## config.mk

```make
export PLATFORM = sky130hd
export DESIGN_NAME = lsa_tracker
export DESIGN_NICKNAME = d
export VERILOG_FILES = /design/src/rtl/lsa_pkg.sv /design/src/rtl/lsa_load_pipe.sv /design/src/rtl/lsa_resolve.sv /design/src/rtl/lsa_plain_pipe.sv /design/src/rtl/lsa_tracker.sv
export SDC_FILE = /design/constraint.sdc
export NUM_CORES = 1
export LEC_CHECK = 0
export CORE_ASPECT_RATIO = 1.2
export CORE_UTILIZATION = 25
export DETAILED_ROUTE_END_ITERATION = 7
export HOLD_SLACK_MARGIN = 0.05
export PLACE_DENSITY = 0.47
export SETUP_SLACK_MARGIN = 0.15
export SYNTH_ARGS = -nofsm -noshare
export SYNTH_HDL_FRONTEND = slang
export SYNTH_SLANG_ARGS = --single-unit
export TNS_END_PERCENT = 1
```

## constraint.sdc

```tcl
create_clock -name clk -period 1.14 [get_ports clk]
set_input_delay 0.171 -clock clk [delete_from_list [all_inputs] [get_ports clk]]
set_output_delay 0.171 -clock clk [all_outputs]
set_load 0.005 [all_outputs]
```

## src/rtl/lsa_pkg.sv

```systemverilog
package lsa_pkg;
  // load ages, counted from the load's issue cycle (age 0)
  localparam int INT_WIN_FIRST = 2;
  localparam int INT_WIN_LAST  = 3;
  localparam int FP_WIN_AGE    = 3;
  localparam int RESULT_AGE    = 4;
  localparam int DELETE_AGE    = 6;
  // issue-to-delete delay for an instruction outside any window
  localparam int NORMAL_DELAY  = 3;

  function automatic logic age_in_window(input logic is_fp, input int age);
    if (is_fp) return age == FP_WIN_AGE;
    return (age >= INT_WIN_FIRST) && (age <= INT_WIN_LAST);
  endfunction
endpackage

```

## src/rtl/lsa_load_pipe.sv

```systemverilog
module lsa_load_pipe
  import lsa_pkg::*;
#(
  parameter int NUM_ID = 8,
  parameter int REG_W  = 5,
  parameter int ID_W   = $clog2(NUM_ID)
) (
  input  logic              clk,
  input  logic              rst_n,
  input  logic              int_spec_en,
  input  logic              ld_valid,
  input  logic              ld_fp,
  input  logic [REG_W-1:0]  ld_dst,
  input  logic              iss_valid,
  input  logic              iss_fp,
  input  logic              iss_dep,
  input  logic [ID_W-1:0]   iss_id,
  output logic              capture,
  output logic              res_ld,
  output logic              res_fp,
  output logic              res_spec,
  output logic [NUM_ID-1:0] res_members,
  output logic [NUM_ID-1:0] res_deps
);
  localparam logic [REG_W-1:0] ZERO_REG = '1;

  logic              st_ld   [1:RESULT_AGE];
  logic              st_fp   [1:RESULT_AGE];
  logic              st_spec [1:RESULT_AGE];
  logic [NUM_ID-1:0] st_mem  [1:RESULT_AGE];
  logic [NUM_ID-1:0] st_dep  [1:RESULT_AGE];
  logic              win_hit [1:RESULT_AGE];

  logic [NUM_ID-1:0] iss_bit;
  logic              opens_window;

  assign iss_bit      = NUM_ID'(1) << iss_id;
  assign opens_window = ld_valid && (ld_dst != ZERO_REG) && (ld_fp || int_spec_en);

  // an issuing instruction joins each open window of its own queue
  always_comb begin
    capture = 1'b0;
    for (int k = 1; k <= RESULT_AGE; k++) begin
      win_hit[k] = st_spec[k] && iss_valid && (iss_fp == st_fp[k])
                   && age_in_window(st_fp[k], k);
      capture    = capture | win_hit[k];
    end
  end

  always_ff @(posedge clk) begin
    if (!rst_n) begin
      for (int k = 1; k <= RESULT_AGE; k++) begin
        st_ld[k]   <= 1'b0;
        st_fp[k]   <= 1'b0;
        st_spec[k] <= 1'b0;
        st_mem[k]  <= '0;
        st_dep[k]  <= '0;
      end
    end else begin
      st_ld[1]   <= ld_valid;
      st_fp[1]   <= ld_fp;
      st_spec[1] <= opens_window;
      st_mem[1]  <= '0;
      st_dep[1]  <= '0;
      for (int k = 2; k <= RESULT_AGE; k++) begin
        st_ld[k]   <= st_ld[k-1];
        st_fp[k]   <= st_fp[k-1];
        st_spec[k] <= st_spec[k-1];
        st_mem[k]  <= st_mem[k-1] | (win_hit[k-1] ? iss_bit : '0);
        st_dep[k]  <= st_dep[k-1] | ((win_hit[k-1] && iss_dep) ? iss_bit : '0);
      end
    end
  end

  assign res_ld      = st_ld[RESULT_AGE];
  assign res_fp      = st_fp[RESULT_AGE];
  assign res_spec    = st_spec[RESULT_AGE];
  assign res_members = st_mem[RESULT_AGE];
  assign res_deps    = st_dep[RESULT_AGE];

  a_r8_zero_dst_no_window: assert property (@(posedge clk) disable iff (!rst_n)
    (ld_valid && ld_dst == ZERO_REG) |=> !st_spec[1]);

  a_r9_int_mode_off: assert property (@(posedge clk) disable iff (!rst_n)
    (ld_valid && !ld_fp && !int_spec_en) |=> !st_spec[1]);

  a_r5_fp_window_age: assert property (@(posedge clk) disable iff (!rst_n)
    (capture && iss_fp) |-> (st_spec[FP_WIN_AGE] && st_fp[FP_WIN_AGE]));

  a_r10_queue_match: assert property (@(posedge clk) disable iff (!rst_n)
    (capture && !iss_fp) |-> ((st_spec[INT_WIN_FIRST] && !st_fp[INT_WIN_FIRST])
                             || (st_spec[INT_WIN_LAST] && !st_fp[INT_WIN_LAST])));
endmodule

```

## src/rtl/lsa_resolve.sv

```systemverilog
module lsa_resolve
  import lsa_pkg::*;
#(
  parameter int NUM_ID = 8
) (
  input  logic              clk,
  input  logic              rst_n,
  input  logic              res_valid,
  input  logic              res_miss,
  input  logic              res_fp,
  input  logic              res_spec,
  input  logic [NUM_ID-1:0] members,
  input  logic [NUM_ID-1:0] deps,
  output logic [NUM_ID-1:0] abort_mask,
  output logic [NUM_ID-1:0] keep_mask
);
  localparam int KEEP_LAT = DELETE_AGE - RESULT_AGE;

  function automatic logic [NUM_ID-1:0] pick_aborts(input logic missed, input logic is_fp,
                                                    input logic [NUM_ID-1:0] mem,
                                                    input logic [NUM_ID-1:0] dep);
    if (!missed) return '0;
    return is_fp ? (mem & dep) : mem;
  endfunction

  logic [NUM_ID-1:0] abort_now;
  logic [NUM_ID-1:0] abort_q;
  logic [NUM_ID-1:0] keep_q [1:KEEP_LAT];

  assign abort_now = pick_aborts(res_valid && res_miss && res_spec, res_fp, members, deps);

  always_ff @(posedge clk) begin
    if (!rst_n) begin
      abort_q <= '0;
      for (int k = 1; k <= KEEP_LAT; k++) keep_q[k] <= '0;
    end else begin
      abort_q   <= abort_now;
      keep_q[1] <= members & ~abort_now;
      for (int k = 2; k <= KEEP_LAT; k++) keep_q[k] <= keep_q[k-1];
    end
  end

  assign abort_mask = abort_q;
  assign keep_mask  = keep_q[KEEP_LAT];

  a_r4_abort_needs_miss: assert property (@(posedge clk) disable iff (!rst_n)
    (|abort_mask) |-> $past(res_valid && res_miss));

  a_r6_fp_abort_dependent: assert property (@(posedge clk) disable iff (!rst_n)
    (res_valid && res_fp) |=> ((abort_mask & ~$past(deps)) == '0));
endmodule

```

## src/rtl/lsa_plain_pipe.sv

```systemverilog
module lsa_plain_pipe
  import lsa_pkg::*;
#(
  parameter int NUM_ID = 8,
  parameter int ID_W   = $clog2(NUM_ID)
) (
  input  logic              clk,
  input  logic              rst_n,
  input  logic              in_valid,
  input  logic [ID_W-1:0]   in_id,
  output logic [NUM_ID-1:0] del_mask
);
  logic            v_q  [1:NORMAL_DELAY];
  logic [ID_W-1:0] id_q [1:NORMAL_DELAY];

  always_ff @(posedge clk) begin
    if (!rst_n) begin
      for (int k = 1; k <= NORMAL_DELAY; k++) begin
        v_q[k]  <= 1'b0;
        id_q[k] <= '0;
      end
    end else begin
      v_q[1]  <= in_valid;
      id_q[1] <= in_id;
      for (int k = 2; k <= NORMAL_DELAY; k++) begin
        v_q[k]  <= v_q[k-1];
        id_q[k] <= id_q[k-1];
      end
    end
  end

  for (genvar g = 0; g < NUM_ID; g++) begin : g_onehot
    assign del_mask[g] = v_q[NORMAL_DELAY] && (id_q[NORMAL_DELAY] == ID_W'(g));
  end
endmodule

```

## src/rtl/lsa_tracker.sv

```systemverilog
module lsa_tracker
  import lsa_pkg::*;
#(
  parameter int NUM_ID = 8,
  parameter int REG_W  = 5,
  parameter int ID_W   = $clog2(NUM_ID)
) (
  input  logic              clk,
  input  logic              rst_n,
  input  logic              int_spec_en,
  input  logic              ld_valid,
  input  logic              ld_fp,
  input  logic [REG_W-1:0]  ld_dst,
  input  logic              iss_valid,
  input  logic              iss_fp,
  input  logic              iss_dep,
  input  logic [ID_W-1:0]   iss_id,
  input  logic              res_valid,
  input  logic              res_miss,
  output logic [NUM_ID-1:0] del_mask,
  output logic [NUM_ID-1:0] abort_mask
);
  logic              capture;
  logic              res_ld;
  logic              res_fp;
  logic              res_spec;
  logic [NUM_ID-1:0] res_members;
  logic [NUM_ID-1:0] res_deps;
  logic [NUM_ID-1:0] keep_mask;
  logic [NUM_ID-1:0] plain_mask;
  logic              plain_valid;

  assign plain_valid = iss_valid && !capture;

  lsa_load_pipe #(.NUM_ID(NUM_ID), .REG_W(REG_W), .ID_W(ID_W)) u_load_pipe (
    .clk(clk), .rst_n(rst_n), .int_spec_en(int_spec_en),
    .ld_valid(ld_valid), .ld_fp(ld_fp), .ld_dst(ld_dst),
    .iss_valid(iss_valid), .iss_fp(iss_fp), .iss_dep(iss_dep), .iss_id(iss_id),
    .capture(capture), .res_ld(res_ld), .res_fp(res_fp), .res_spec(res_spec),
    .res_members(res_members), .res_deps(res_deps)
  );

  lsa_resolve #(.NUM_ID(NUM_ID)) u_resolve (
    .clk(clk), .rst_n(rst_n), .res_valid(res_valid), .res_miss(res_miss),
    .res_fp(res_fp), .res_spec(res_spec), .members(res_members), .deps(res_deps),
    .abort_mask(abort_mask), .keep_mask(keep_mask)
  );

  lsa_plain_pipe #(.NUM_ID(NUM_ID), .ID_W(ID_W)) u_plain (
    .clk(clk), .rst_n(rst_n), .in_valid(plain_valid), .in_id(iss_id),
    .del_mask(plain_mask)
  );

  assign del_mask = plain_mask | keep_mask;

  a_r11_one_strobe_kind: assert property (@(posedge clk) disable iff (!rst_n)
    (del_mask & abort_mask) == '0);

  a_r11_no_merge_clash: assert property (@(posedge clk) disable iff (!rst_n)
    (plain_mask & keep_mask) == '0);

  a_r4_result_aligned: assert property (@(posedge clk) disable iff (!rst_n)
    res_valid == res_ld);

  a_r2_plain_delay: assert property (@(posedge clk) disable iff (!rst_n)
    $past(plain_valid, NORMAL_DELAY) |->
      (((del_mask >> $past(iss_id, NORMAL_DELAY)) & NUM_ID'(1)) != '0));

  a_r1_quiet_after_reset: assert property (@(posedge clk)
    $rose(rst_n) |-> (del_mask == '0 && abort_mask == '0));
endmodule

```

# After elaboration in Yosys (flattened, before gate mapping)
# Memories as Yosys holds them, arrays and structs flattened.
# Cells that the tools add are included.
word_totals:
  wordCells: 135
  romBits: 0
  latchBits: 0
  n_memories: 7
  inputBits: 18
  ff_bits: 8
  ramBits: 100
  out_inout_bits: 16
memory_table:
  columns: ["memory", "depth", "width", "rd", "rd_clocked_by_memory_dff", "wr", "line_no", "rtl"]
  rows:
  - ["u_load_pipe.st_dep", 4, 8, 4, 0, 4, "lsa_load_pipe.sv:31", "logic [NUM_ID-1:0] st_dep [1:RESULT_AGE];"]
  - ["u_load_pipe.st_mem", 4, 8, 4, 0, 4, "lsa_load_pipe.sv:30", "logic [NUM_ID-1:0] st_mem [1:RESULT_AGE];"]
  - ["u_resolve.keep_q", 2, 8, 2, 0, 2, "lsa_resolve.sv:28", "logic [NUM_ID-1:0] keep_q [1:KEEP_LAT];"]
  - ["u_plain.id_q", 3, 3, 3, 0, 3, "lsa_plain_pipe.sv:14", "logic [ID_W-1:0] id_q [1:NORMAL_DELAY];"]
  - ["u_load_pipe.st_fp", 4, 1, 4, 0, 4, "lsa_load_pipe.sv:28", "logic st_fp [1:RESULT_AGE];"]
  - ["u_load_pipe.st_spec", 4, 1, 4, 0, 4, "lsa_load_pipe.sv:29", "logic st_spec [1:RESULT_AGE];"]
  - ["+1 memories", null, null, null, null, null, null, null]
op_classes:
  reduce_logical: 31
  n_addsub: 0
  mux: 46
  div_mod_pow: 0
  order_cmp: 0
  n_eq_ne: 12
  multipliers: 0
  shifts: 1
  n_bitwise: 37
ops:
  columns: ["cell", "n"]
  rows:
  - ["2-to-1 mux 8 bit", 18]
  - ["bitwise OR 8 bit", 7]
  - ["logical AND 1 bit", 28]
  - ["bitwise OR 1 bit", 27]
  - ["2-to-1 mux 1 bit", 25]
  - ["bitwise AND 8 bit", 2]
  - ["equality test 3 bit (second input constant)", 4]
  - ["2-to-1 mux 3 bit", 3]
  - ["NOT 8 bit", 1]
  - ["<< shifter 1 x 3 -> 8 bit (first input constant)", 1]
  - ["equality test 3 x 2 -> 1 bit (second input constant)", 2]
  - ["!= test 5 bit (second input constant)", 1]
  - ["equality test 1 bit", 4]
  - ["equality test 3 x 1 -> 1 bit (second input constant)", 1]
  - ["zero test 3 bit", 1]
  - ["zero test 1 bit", 1]
  - ["logical OR 1 bit", 1]

# Logic depth before layout (Yosys ltp)
# Gate-level depths: netlist (run 1).
logic_depth:
  depth_word: 9
  mapped_depth: 4

# By module
# A second synthesis (run 1) with hierarchy kept.
unflattened:
  hier_cells: 254
  area_unflattened_um2: 2692.6
modules_own_cells:
  columns: ["module", "seq_area_each_um2", "cells_per_inst", "area_each_um2", "n_inst"]
  rows:
  - ["lsa_load_pipe", 880.8, 144, 1443.9, 1]
  - ["lsa_resolve", 480.5, 68, 775.7, 1]
  - ["lsa_plain_pipe", 240.2, 33, 416.6, 1]
  - ["lsa_tracker", 0.0, 9, 56.3, 1]

# Worst setup path after synthesis (run 1)
# OpenSTA, ideal clock, no wires.
synth_path:
  path_kind: "reg-to-reg"
  startpoint: "reg u_load_pipe.st_spec[0][2] (netlist name)"
  endpoint: "reg u_load_pipe.st_dep[0][30] (netlist name)"
  setup_ns: 0.087
  slack_ns: -0.029
  required_ns: 1.053
  path_stages_with_launch: 5
  synth_period_minus_slack_ns: 1.169
  n_path_buf: 2
  t_arrival_ns: 1.082
  cell_sequence: "dfxtp_1 or3b_1 buf_6 buf_8 nor4_4"

==> results by stage, run 1 <==
Global route:
- The via count of the first global-routing pass was 1736.
- The initial antenna violation count was 0.
- The aggregate global routing overflow is 0.
- Entering global routing, the biggest net connects 18 pins.
- The global-route wire length before repair is 8.37 mm.
- Across every metal layer, demand over resource in global routing totals 0.106.

Synth:
- Of the post-synthesis cell area, the dominant cell type holds 0.614.
- The mean cell area of the mapped netlist is 11.0 um2.
- Of the total synthesized cell area, the portion taken by full adders, half adders and majority gates is 0.
- The number of flip-flops and latches in the synthesized netlist is 76.
- The number of nets in the synthesized netlist is around 240.
- The instance count of the mapped netlist is 225.
- The dominant combinational cell family by area after synthesis is simple AND/OR/NAND/NOR gates.
- The basic-gate share of the synthesized area counting and, or, nand and nor cells is 0.229.
- Of the synthesized area, sequential elements account for 0.614.
- The Yosys step of the flow raised 0 warnings.
- Ranked by total cell area, the synthesized netlist is headed by dfxtp_1 (61%), and2_1 (6.6%), o31ai_1 (4.9%).
- The number of unique standard cell types used by synthesis is 28.
- The cell taking the most area after synthesis is dfxtp_1.
- The compound-gate portion of the synthesized area was 0.120.
- The mux contribution to synthesized area is 0.
- The xor and xnor fraction of the mapped netlist area is 0.00354.
- The summed instance area of the synthesized netlist is around 0.0025 mm2.

Pwr:
- The combinational share of power is 0.046.
- The share of total power dissipated in the clock network is 0.498.
- For this design the static power due to leakage is ~1.4 nW.
- IR analysis of the VDD net gives a maximum drop of 0.000702 V.
- The internal cell power is 0.00473 W.
- Summed over all nets, the switching power comes to 0.00117 W.
- The register share of total power is 0.456.
- The switching portion of total power is 0.198.
- The power per cell area is 1670 mW/mm2.

STA:
- The final hold violation count is 0.
- Setup repair after global routing could not meet its margin everywhere.
- Final hold analysis gives a worst-case slack of 0.392 ns.
- In this run the tightest slew margin relative to its limit is 0.639.
- The worst-case setup margin in the final layout is -0.225 ns.
- The fraction of the cycle the final worst path needs is 1.20.
- At the pin with the least slew margin, the transition time is approximately 0.54 ns.
- The number of failing setup endpoints in the final timing report is 8.
- The highest achievable clock rate is 733 MHz.
- The maximum clock skew at final layout is between 0.005 and 0.006 ns.
- The final count of pins violating max slew is 0.
- The routed design could run at a clock period as short as 1.36 ns.
- After routing, the total negative slack on setup checks comes to -1.35 ns.

Detailed routing:
- In the final routed layout, each cell accounts on average for 11.7 um.
- The post-route DRC violation count is 0.
- Dividing the detail-routed via count by the number of cells gives 4.14.
- The vias after detailed routing is roughly 1.7k.
- The first detailed-routing pass ran for 4 iterations.
- The number of DRC violations after detailed-routing iteration 0 is 31.
- The wire length reported by the detailed router is 4.77 mm.
- The number of antenna-violating nets in the routed design is 0.

Clocking:
- The hold-fix buffer count after cts is 0.
- The tree built by TritonCTS fans out to between 70 and 80 sinks.
- The clock edge transition at the registers on the reported setup and hold paths is 0.06 ns.
- The root buffer cell is clkbuf_16.
- In this run the deepest clock path goes through 2 buffers.
- TritonCTS built the clock tree.
- The maximum level of the CTS H-tree is 3.
- The total clock buffers created by CTS is 9.
- The latest clock arrival within the worst-skew pair is 0.33 ns.

Floorplan:
- The full die area is 0.0103 mm2.
- From bottom edge to top edge, the die measures 111 um.
- The width of the chip is about 93 um.
- The region available for standard cell placement spans 0.00956 mm2.
- After floorplanning, the core was divided into 39 placement rows.
- In this run the count of I/O pins placed on the die edge is 34.
- The initial standard-cell utilization of the core is 0.259.

Layout:
- The top cell types in the final layout, fill and taps aside, are dfxtp_1 (69), and2_1 (26), nand2_1 (25), o31ai_1 (16), buf_4 (15).
- The most common cell after layout, fill and taps aside is dfxtp_1.
- After the last flow step, the layout net total stands at 298.
- The area growth from synthesis to layout is 43.0%.
- The number of cells in the finished layout apart from fillers is a little over 400.
- The number of diodes added for antenna fixing is 0.
- Measured on the finished design, the core utilization comes to 0.370.
- The fraction of layout instances using a drive strength above 1 is 0.340.

Critical path:
- Data arrives at the worst endpoint at 1.19 ns.
- The critical path launch point type is a register.
- The largest fanout on the critical path is 3.
- The critical path required time is between 0.9 and 1 ns.
- The classification of the worst setup path is reg -> out.
- STA classifies the critical path endpoint as an output port.

Placement:
- The count of buffers added on input and output ports is 33.
- The worst slack at placement is -0.483 ns.
- The placed instance count is 389.
- At the end of routability-driven placement, the weighted congestion stood at 0.711.
- The placed wire-length estimate after detailed placement is between 3 and 4 mm.

Job:
- The tool flagged a number of max-cap violations equal to 0.

Outcome:
- The run finished, with violations left.
- The checks that failed: negative setup slack.

Hold path:
- The worst hold path class is in -> reg.
## repair_timing
| action | 4_1_cts | 5_1_grt |
|---|---|---|
| setup endpoints to repair | 72 | 43 |
| pin swaps | 23 | 8 |
| buffers inserted | 3 | 0 |
| resized for setup | 99 | 7 |
## metal layers
layer,vias up,GRT usage,part of all wire
met5,-,0,0
met4,0,0.0708,0.029
met3,10,0.0364,0.046
met2,37,0.173,0.50
met1,752,0.116,0.42
li1,889,-,-
## cell type report
class | count | area, um2
clock buffers | 13 | 280
clock inverters | 3 | 42.5
fillers | 1002 | 6020
inverters | 4 | 17.5
multi-input cells | 134 | 1040
flip-flops and latches | 76 | 1540
well taps | 123 | 154
repair buffers | 55 | 467
## sequential cells by signal, indices dropped and copies added, names as in the netlist
register,flops
u_resolve.keep_q,16
u_load_pipe.st_fp,4
u_plain.id_q,9
u_plain.v_q,3
u_load_pipe.st_dep,16
u_resolve.abort_mask,8
u_load_pipe.st_mem,16
u_load_pipe.st_spec,4
## worst max-delay path, cell delays in order (launching register included)
cell and delay [ns]:
dfxtp_2 0.32, nor2b_4 0.13, buf_6 0.11, a31o_4 0.20, buf_6 0.11
## cell families (layout without fill, tap and decap cells)
logic type / count (synthesis) / after routing
AO/OA/AOI/OAI: 35 / 35
XOR/XNOR: 1 / 1
buffers and inverters: 15 / 75
flip-flops: 76 / 76
AND/OR/NAND/NOR: 98 / 98
## cell usage after synthesis
master / instances
dfxtp_1: 76
and2_1: 26
nand2_1: 25
nor3_1: 16
o31ai_1: 16
nor2b_1: 9
o21ba_2: 8
nor4_1: 6
clkbuf_1: 5
a31o_2: 4
buf_2: 4
inv_1: 4
or3b_1: 4
a41o_1: 3
nand3_1: 3
nand3b_1: 3
nor4_4: 2
a21o_1: 1
a31oi_1: 1
and3_1: 1
buf_6: 1
buf_8: 1
nand4_1: 1
nor2_1: 1
o2111a_1: 1
o211ai_1: 1
or3_1: 1
xor2_1: 1
## power groups by stage
stage / Clock (W) / Combinational [W] / Sequential, W
final: 0.00294 / 0.000269 / 0.00269
after global routing: 0.00315 / 0.000294 / 0.00269
after CTS: 0.00302 / 0.000266 / 0.00269
after detailed placement: 0 / 0.000247 / 0.00275
after global placement: 0 / 0.000246 / 0.00275
after floorplan: 0 / 0.000112 / 0.00275
## stage by stage
stage	power (W)	instance area [um2]
after global placement	0.00300	3110
final	0.00590	3540
after floorplan	0.00286	2520
after CTS	0.00598	3510
after detailed placement	0.00300	3110
after global routing	0.00614	3540
## final timing paths
| check | start | end | slack (ns) | cells past startpoint |
|---|---|---|---|---|
| max reg2reg | u_load_pipe.st_spec[0][2] | u_load_pipe.st_mem[0][28] | 0.04 | 3 |
| max | u_plain.v_q[0][3] | del_mask[1] | -0.22 | 4 |
| min reg2reg | u_load_pipe.st_dep[0][29] | u_load_pipe.st_dep[0][37] | 0.43 | 2 |
| min | ld_dst[3] | u_load_pipe.st_spec[0][1] | 0.39 | 2 |
No activity file was read; power rests on OpenSTA's default activity.
==> run 2, diff against run 1 <==
--- a/config.mk
+++ b/config.mk
@@ -6,6 +6,7 @@
 export NUM_CORES = 1
 export LEC_CHECK = 0
 export CORE_ASPECT_RATIO = 1.2
+export CORE_MARGIN = 2
 export CORE_UTILIZATION = 25
 export DETAILED_ROUTE_END_ITERATION = 7
 export HOLD_SLACK_MARGIN = 0.05
==> run 2 against run 1 <==
The run still ends with negative setup slack left. Final area decreased by 1.8%. Sequential share of layout area grew 0.89 points. Sequential power about the same. Hold slack improved by 0.0035 ns. Wire length is 1.7% higher. Clock skew is 0.0026 ns higher. Maximum frequency down 0.70%. Combinational power decreased by 5%. Sequential cell count did not move. Critical endpoint is now del_mask[5]. Highest routed layer unchanged.
==> results by stage, run 2 (same netlist as run 1, synthesis figures left out) <==
STA:
- The maximum clock skew at final layout is 0.00792 ns (+0.00264 ns).
- The final count of pins violating max slew was 0 (unchanged).
- The fraction of the cycle the final worst path needs is 1.21 (+0.00847).
- The relative slew slack was 0.644 (+0.00461).
- The final hold violation count is 0 (unchanged).
- The time the worst path needs with I/O delays and setup is 1.37 ns (+0.00965 ns).
- Setup repair after global routing could not meet its margin everywhere.
- The final-layout setup total negative slack came to -1.43 ns (-0.0810 ns).
- The highest achievable clock rate is 728 MHz (-0.70%).
- The number of failing setup endpoints in the final timing report was 8 (unchanged).
- The worst-case setup margin in the final layout is -0.234 ns (-0.00965 ns).
- The transition at the pin with the smallest max-transition slack is 0.534 ns (-0.00691 ns).

Critical path:
- The internal reg-to-reg setup slack is 0.02 ns (-0.02 ns).
- The classification of the worst setup path is reg -> out.
- The largest fanout on the critical path is 3 (unchanged).
- The critical path arrival is 1.20 ns (about the same).
- The critical path required time is 0.97 ns (about the same).
- The worst setup path is launched from a register.
- The worst setup path is captured at an output port.

Global route:
- The global-route wire length before repair is 8.56 mm (+2.2%).
- The initial antenna violation count is 0 (unchanged).
- The total routing resource utilization after global routing is 0.105 (-0.00154).
- The aggregate global routing overflow was 0 (unchanged).
- The via count of the first global-routing pass is 1768 (+1.8%).
- The pin count of the biggest net entering global routing came to 19 (+1).

Pwr:
- The peak supply drop is 0.000656 V (-6.7%).
- The overall power consumption is 0.00573 W (-2.8%).
- The power per cell area came to 1650 mW/mm2 (-1.0%).
- The static leakage is 1.34 nW (-3.1%).

Layout:
- The number of nets in the final layout is 293 (-1.7%).
- Relative to the synthesized area, the layout overhead comes to 40.4%.
- Leaving out fill and tap cells, the most frequent cells in the layout are dfxtp_1 (67), and2_1 (26), nand2_1 (25), o31ai_1 (16).
- The final standard cell area without fillers is 0.00348 mm2 (-1.8%).
- The final-layout fill cell count is 999 (-0.30%).
- The final core utilization is 0.363 (-0.00680).
- The most common cell after layout, fill and taps aside is dfxtp_1.
- In the final layout, the registers with the most flip-flops are u_load_pipe.st_dep x16, u_load_pipe.st_mem x16, u_resolve.keep_q x16.
- The fraction of layout instances using a drive strength above 1 is 0.325 (-0.0154).
- The number of diodes added for antenna fixing came to 0 (unchanged).

Floorplan:
- The width of the chip is 94.9 um (+2.2%).
- The core box area came to 0.00956 mm2 (unchanged).
- The number of top-level pins is 34 (unchanged).
- The initial standard-cell utilization of the core was 0.259 (unchanged).
- The site row count was 39 (unchanged).
- The die boundary height is 113 um (+1.8%).
- The full die area is 0.0107 mm2 (+4.0%).

Detailed routing:
- The number of DRC violations after detailed-routing iteration 0 is 35 (+13%).
- The via density per instance was 4.19 (+1.4%).
- The number of antenna-violating nets in the routed design is 0 (unchanged).
- The number of search-and-repair iterations in the first detailed-routing pass came to 4 (unchanged).
- The average detailed-routed wire length per instance is 12.0 um (+3.0%).
- The post-route DRC violation count is 0 (unchanged).
- The wire length reported by the detailed router is 4.85 mm (+1.7%).
- The vias after detailed routing is 1690 (+0.12%).

Placement:
- The total placed instance area is 0.00308 mm2 (-0.97%).
- The worst slack at placement is -0.485 ns (-0.00153 ns).
- The final weighted congestion in routability-driven placement is 0.698 (-1.7%).
- The placed wire-length estimate after detailed placement is 3.42 mm (+0.22%).
- The count of input and output buffers came to 33 (unchanged).

Clocking:
- The largest buffer count on any clock path is 2 (unchanged).
- The total clock sinks is 76 (unchanged).
- The maximum level of the CTS H-tree is 3 (unchanged).
- The clock edge transition at the registers on the reported setup and hold paths is 0.06 ns (about the same).
- The latest clock arrival within the worst-skew pair is 0.33 ns (about the same).
- The total clock buffers created by CTS was 9 (unchanged).
- The root buffer cell is clkbuf_16.
- The clock tree from TritonCTS is built.

Hold path:
- The worst hold path class is in -> reg.

Outcome:
- The flow ran to the end, but the final reports show violations.
- The final reports fail on negative setup slack.

Job:
- The max capacitance violation total is 0 (unchanged).
[run 2: changes by cell type in the layout (fill, tap and decap cells not counted), sizes merged]
cell,change
clkinv,-1
clkinvlp,-1
buf,-6
clkbuf,+2
dlygate4sd2,+1
[run 2: final timing paths]
path	from	end	cells past startpoint
max	u_plain.v_q[0][3]	del_mask[5]	4
min	ld_dst[3]	u_load_pipe.st_spec[0][1]	2
max reg2reg	u_load_pipe.st_spec[0][2]	u_load_pipe.st_mem[0][29]	3
min reg2reg	u_load_pipe.st_dep[0][24]	u_load_pipe.st_dep[0][32]	2
[run 2: routing by layer]
layer | vias up | track usage | wire, um
li1 | 886 | - | -
met1 | 760 | 0.112 | 1930
met2 | 35 | 0.175 | 2560
met3 | 9 | 0.0353 | 221
met4 | 0 | 0.0667 | 132
met5 | - | 0 | 0
[run 2: cell type report]
class,count,area (um2),area share
Sequential cell,76,1540,0.443
Multi-Input combinational cell,134,1040,0.298
Timing Repair Buffer,50,430,0.124
Clock buffer,15,268,0.0770
Tap cell,123,154,0.0443
Clock inverter,1,30.0,0.00864
Inverter,4,17.5,0.00504
[run 2: per-stage QoR]
step	cells	hold WS [ns]
final	403	0.395
after global routing	403	0.402
after CTS	403	0.386
after detailed placement	385	0.411
after global placement	385	0.414
after floorplan	225	0.272
[run 2: what timing repair did]
item,in CTS,in global routing
setup endpoints to repair,65,45
hold buffers,0,0
buffers inserted,2,0
resized for setup,92,14
pin swaps,25,5
[run 2: worst max-delay path, cell delays in order, from the launching register on]
cell     delay (ns)
dfxtp_2        0.32
nor2b_4        0.13
buf_6          0.11
a31o_4         0.21
buf_6          0.11
[run 2: power by group]
part | internal [W] | switching (W)
clock network | 0.00182 | 0.000966
registers | 0.00268 | 0.0000138
logic | 0.000117 | 0.000139
==> run 3, diff against run 2 <==
--- a/config.mk
+++ b/config.mk
@@ -9,6 +9,7 @@
 export CORE_MARGIN = 2
 export CORE_UTILIZATION = 25
 export DETAILED_ROUTE_END_ITERATION = 7
+export GPL_TIMING_DRIVEN = 0
 export HOLD_SLACK_MARGIN = 0.05
 export PLACE_DENSITY = 0.47
 export SETUP_SLACK_MARGIN = 0.15
==> run 3 against run 2 <==
The flow still finishes with violations (negative setup slack). Die area unchanged. Global-route usage down 0.62 points. First-iteration DRC count is 17% lower. Largest cell class unchanged. Non-clock buffer count decreased by 4. Maximum frequency is 0.82% lower. Clock power down 5%. Largest power group is now registers. Count of clock-buffer cells in the layout is 6 lower. Worst setup slack worse by 0.011 ns.
==> results by stage, run 3 (same netlist as run 1, synthesis figures left out) <==
Outcome:
- The flow ran to the end, but the final reports show violations.
- The checks that failed: negative setup slack.

Job:
- The max capacitance violation total is 0 (unchanged).

STA:
- The fraction of the cycle the final worst path needs came to 1.22 (+0.00994).
- The time the worst path needs with I/O delays and setup was 1.39 ns (+0.0113 ns).
- The number of failing setup endpoints in the final timing report came to 13 (+5).
- The worst hold slack came to 0.187 ns (-0.208 ns).
- Setup repair after global routing could not meet its margin everywhere.
- The relative slew slack was 0.699 (+0.0551).
- The worst-case setup margin in the final layout is -0.246 ns (-0.0113 ns).
- The final hold violation count was 0 (unchanged).
- The transition at the pin with the smallest max-transition slack is 0.451 ns (-0.0826 ns).
- The highest achievable clock rate is 722 MHz (-0.82%).
- The maximum clock skew at final layout came to 0.00635 ns (-0.00157 ns).
- The final count of pins violating max slew is 0 (unchanged).

Detailed routing:
- The number of search-and-repair iterations in the first detailed-routing pass is 4 (unchanged).
- The via density per instance is 4.16 (-0.91%).
- The average detailed-routed wire length per instance came to 12.3 um (+1.8%).
- The vias after detailed routing is 1658 (-1.9%).
- The number of DRC violations after detailed-routing iteration 0 is 29 (-17%).
- The number of antenna-violating nets in the routed design was 0 (unchanged).
- The wire length reported by the detailed router is 4.89 mm (+0.80%).
- The post-route DRC violation count was 0 (unchanged).

Global route:
- The met2 global-route usage was 0.171 (-0.00378).
- The aggregate global routing overflow is 0 (unchanged).
- The initial antenna violation count is 0 (unchanged).
- The via count of the first global-routing pass is 1641 (-7.2%).
- met2 is the most crowded layer.
- The total routing resource utilization after global routing is 0.0987 (-0.00615).
- The global-route wire length before repair is 7.94 mm (-7.2%).
- The global-route track usage on met1 is 0.104 (-0.00821).
- The pin count of the biggest net entering global routing is 16 (-3).
- The met3 routing resource usage after global routing is 0.0340 (-0.00133).

Critical path:
- The most frequent cell on the critical path is buf_6.
- The critical path arrival is 1.21 ns (about the same).
- The endpoint class of the critical path is an output port.
- The critical path is of the reg -> out type.
- The largest fanout on the critical path came to 3 (unchanged).
- The count of buffer and inverter cells on the critical path is 2 (unchanged).
- The cell class contributing the biggest share of worst-path delay is flip-flops.
- The critical path required time is 0.97 ns (about the same).
- The critical path goes through nor2b_4 -> buf_6 -> a31o_4 -> buf_6.
- STA classifies the critical path startpoint as a register.
- The slowest cell on the critical path is dfxtp_2.
- The largest stage delay on the critical path is 0.33 ns (about the same).

Hold path:
- The tightest min-delay check is of the in -> reg type.

Clocking:
- The clock tree from TritonCTS is built.
- The clock edge transition at the registers on the reported setup and hold paths was 0.06 ns (about the same).
- The root buffer cell is clkbuf_16.
- The total clock sinks is 76 (unchanged).
- The latest clock arrival within the worst-skew pair is 0.33 ns (about the same).
- The maximum level of the CTS H-tree is 3 (unchanged).
- The largest buffer count on any clock path is 2 (unchanged).
- The hold-fix buffer count after cts was 0 (unchanged).
- The total clock buffers created by CTS came to 9 (unchanged).

Layout:
- The number of nets in the final layout was 289 (-1.4%).
- The number of diodes added for antenna fixing came to 0 (unchanged).
- The final-layout fill cell count came to 977 (-2.2%).
- The area occupied by registers came to 0.00154 mm2 (about the same).
- Leaving out fill and tap cells, the most frequent cells in the layout are dfxtp_1 (68), and2_1 (26), nand2_1 (25), o31ai_1 (16), buf_2 (13).
- The fraction of layout instances using a drive strength above 1 is 0.312 (-0.0134).
- The largest registers in the layout are u_load_pipe.st_dep x16, u_load_pipe.st_mem x16, u_resolve.keep_q x16.
- The final core utilization was 0.355 (-0.00850).
- The area of the multi-input gates is 0.00103 mm2 (-0.12%).
- The layout-stage area growth over the synthesis result is 37.1%.
- The most common cell after layout, fill and taps aside is dfxtp_1.

Pwr:
- The static leakage was 1.28 nW (-4.6%).
- The peak supply drop is 0.000752 V (+15%).
- The power per cell area was 1640 mW/mm2 (-0.84%).

Floorplan:
- The site row count is 39 (unchanged).
- The width of the chip is 94.9 um (unchanged).
- The number of top-level pins is 34 (unchanged).
- The core box area was 0.00956 mm2 (unchanged).
- The full die area came to 0.0107 mm2 (unchanged).
- The initial standard-cell utilization of the core is 0.259 (unchanged).
- The die boundary height is 113 um (unchanged).

Placement:
- The worst slack at placement is -0.528 ns (-0.0435 ns).
- The count of input and output buffers came to 32 (-3.0%).
- The final weighted congestion in routability-driven placement was 0.699 (+0.11%).
- The placed wire-length estimate after detailed placement was 3.58 mm (+4.5%).
-- run 3: changes by cell type in the layout (fill, tap and decap cells not counted), moves of 2 or more --
cell	before	now
buf_4	11	1
clkbuf_2	1	4
clkbuf_8	2	0
clkdlybuf4s15_1	0	2
clkdlybuf4s50_1	12	9
clkinvlp_4	0	3
dfxtp_2	6	4
inv_6	0	3
nor4_1	0	2
nor4_4	4	2
o21ba_2	8	6
o21ba_4	0	2
-- run 3: worst paths after layout --
path,startpoint,to,slack (ns),cells after the start
max,u_plain.v_q[0][3],del_mask[5],-0.25,4
min,iss_id[0],u_plain.id_q[0][3],0.19,2
max reg2reg,u_load_pipe.st_spec[0][2],u_load_pipe.st_dep[0][31],-0.03,4
min reg2reg,u_plain.v_q[0][2],u_plain.v_q[0][3],0.43,1
-- run 3: metrics by stage --
step | instances | area, um2 | setup TNS, ns | total power [W]
after detailed placement | 380 | 3000 | -21.03 | 0.00297
after global routing | 399 | 3390 | -2.67 | 0.00576
after CTS | 399 | 3370 | -1.72 | 0.00561
after floorplan | 225 | 2520 | 0 | 0.00286
final | 399 | 3390 | -1.67 | 0.00555
after global placement | 380 | 3000 | -20.39 | 0.00297
-- run 3: layout make-up --
type	instances	area share
plain buffers	11	0.0258
clock buffers	9	0.0663
clock inverters	7	0.0170
inverters	4	0.00442
multi-input cells	134	0.305
flip-flops and latches	76	0.454
well taps	123	0.0453
repair buffers	35	0.0822
-- run 3: routing by layer --
layer	vias to the layer above	wire [um]
met5	-	0
met4	0	109
met3	6	224
met2	38	2600
met1	738	1960
li1	876	-
-- run 3: where the power goes --
part,internal (W),switching (W)
registers,0.00268,0.0000136
clock network,0.00150,0.00113
logic,0.0000992,0.000136
total,0.00427,0.00128
-- run 3: repair_timing --
action | CTS | global route
setup endpoints to repair | 59 | 47
gates resized for setup | 95 | 21
pin swaps | 14 | 2
setup buffers | 3 | 0
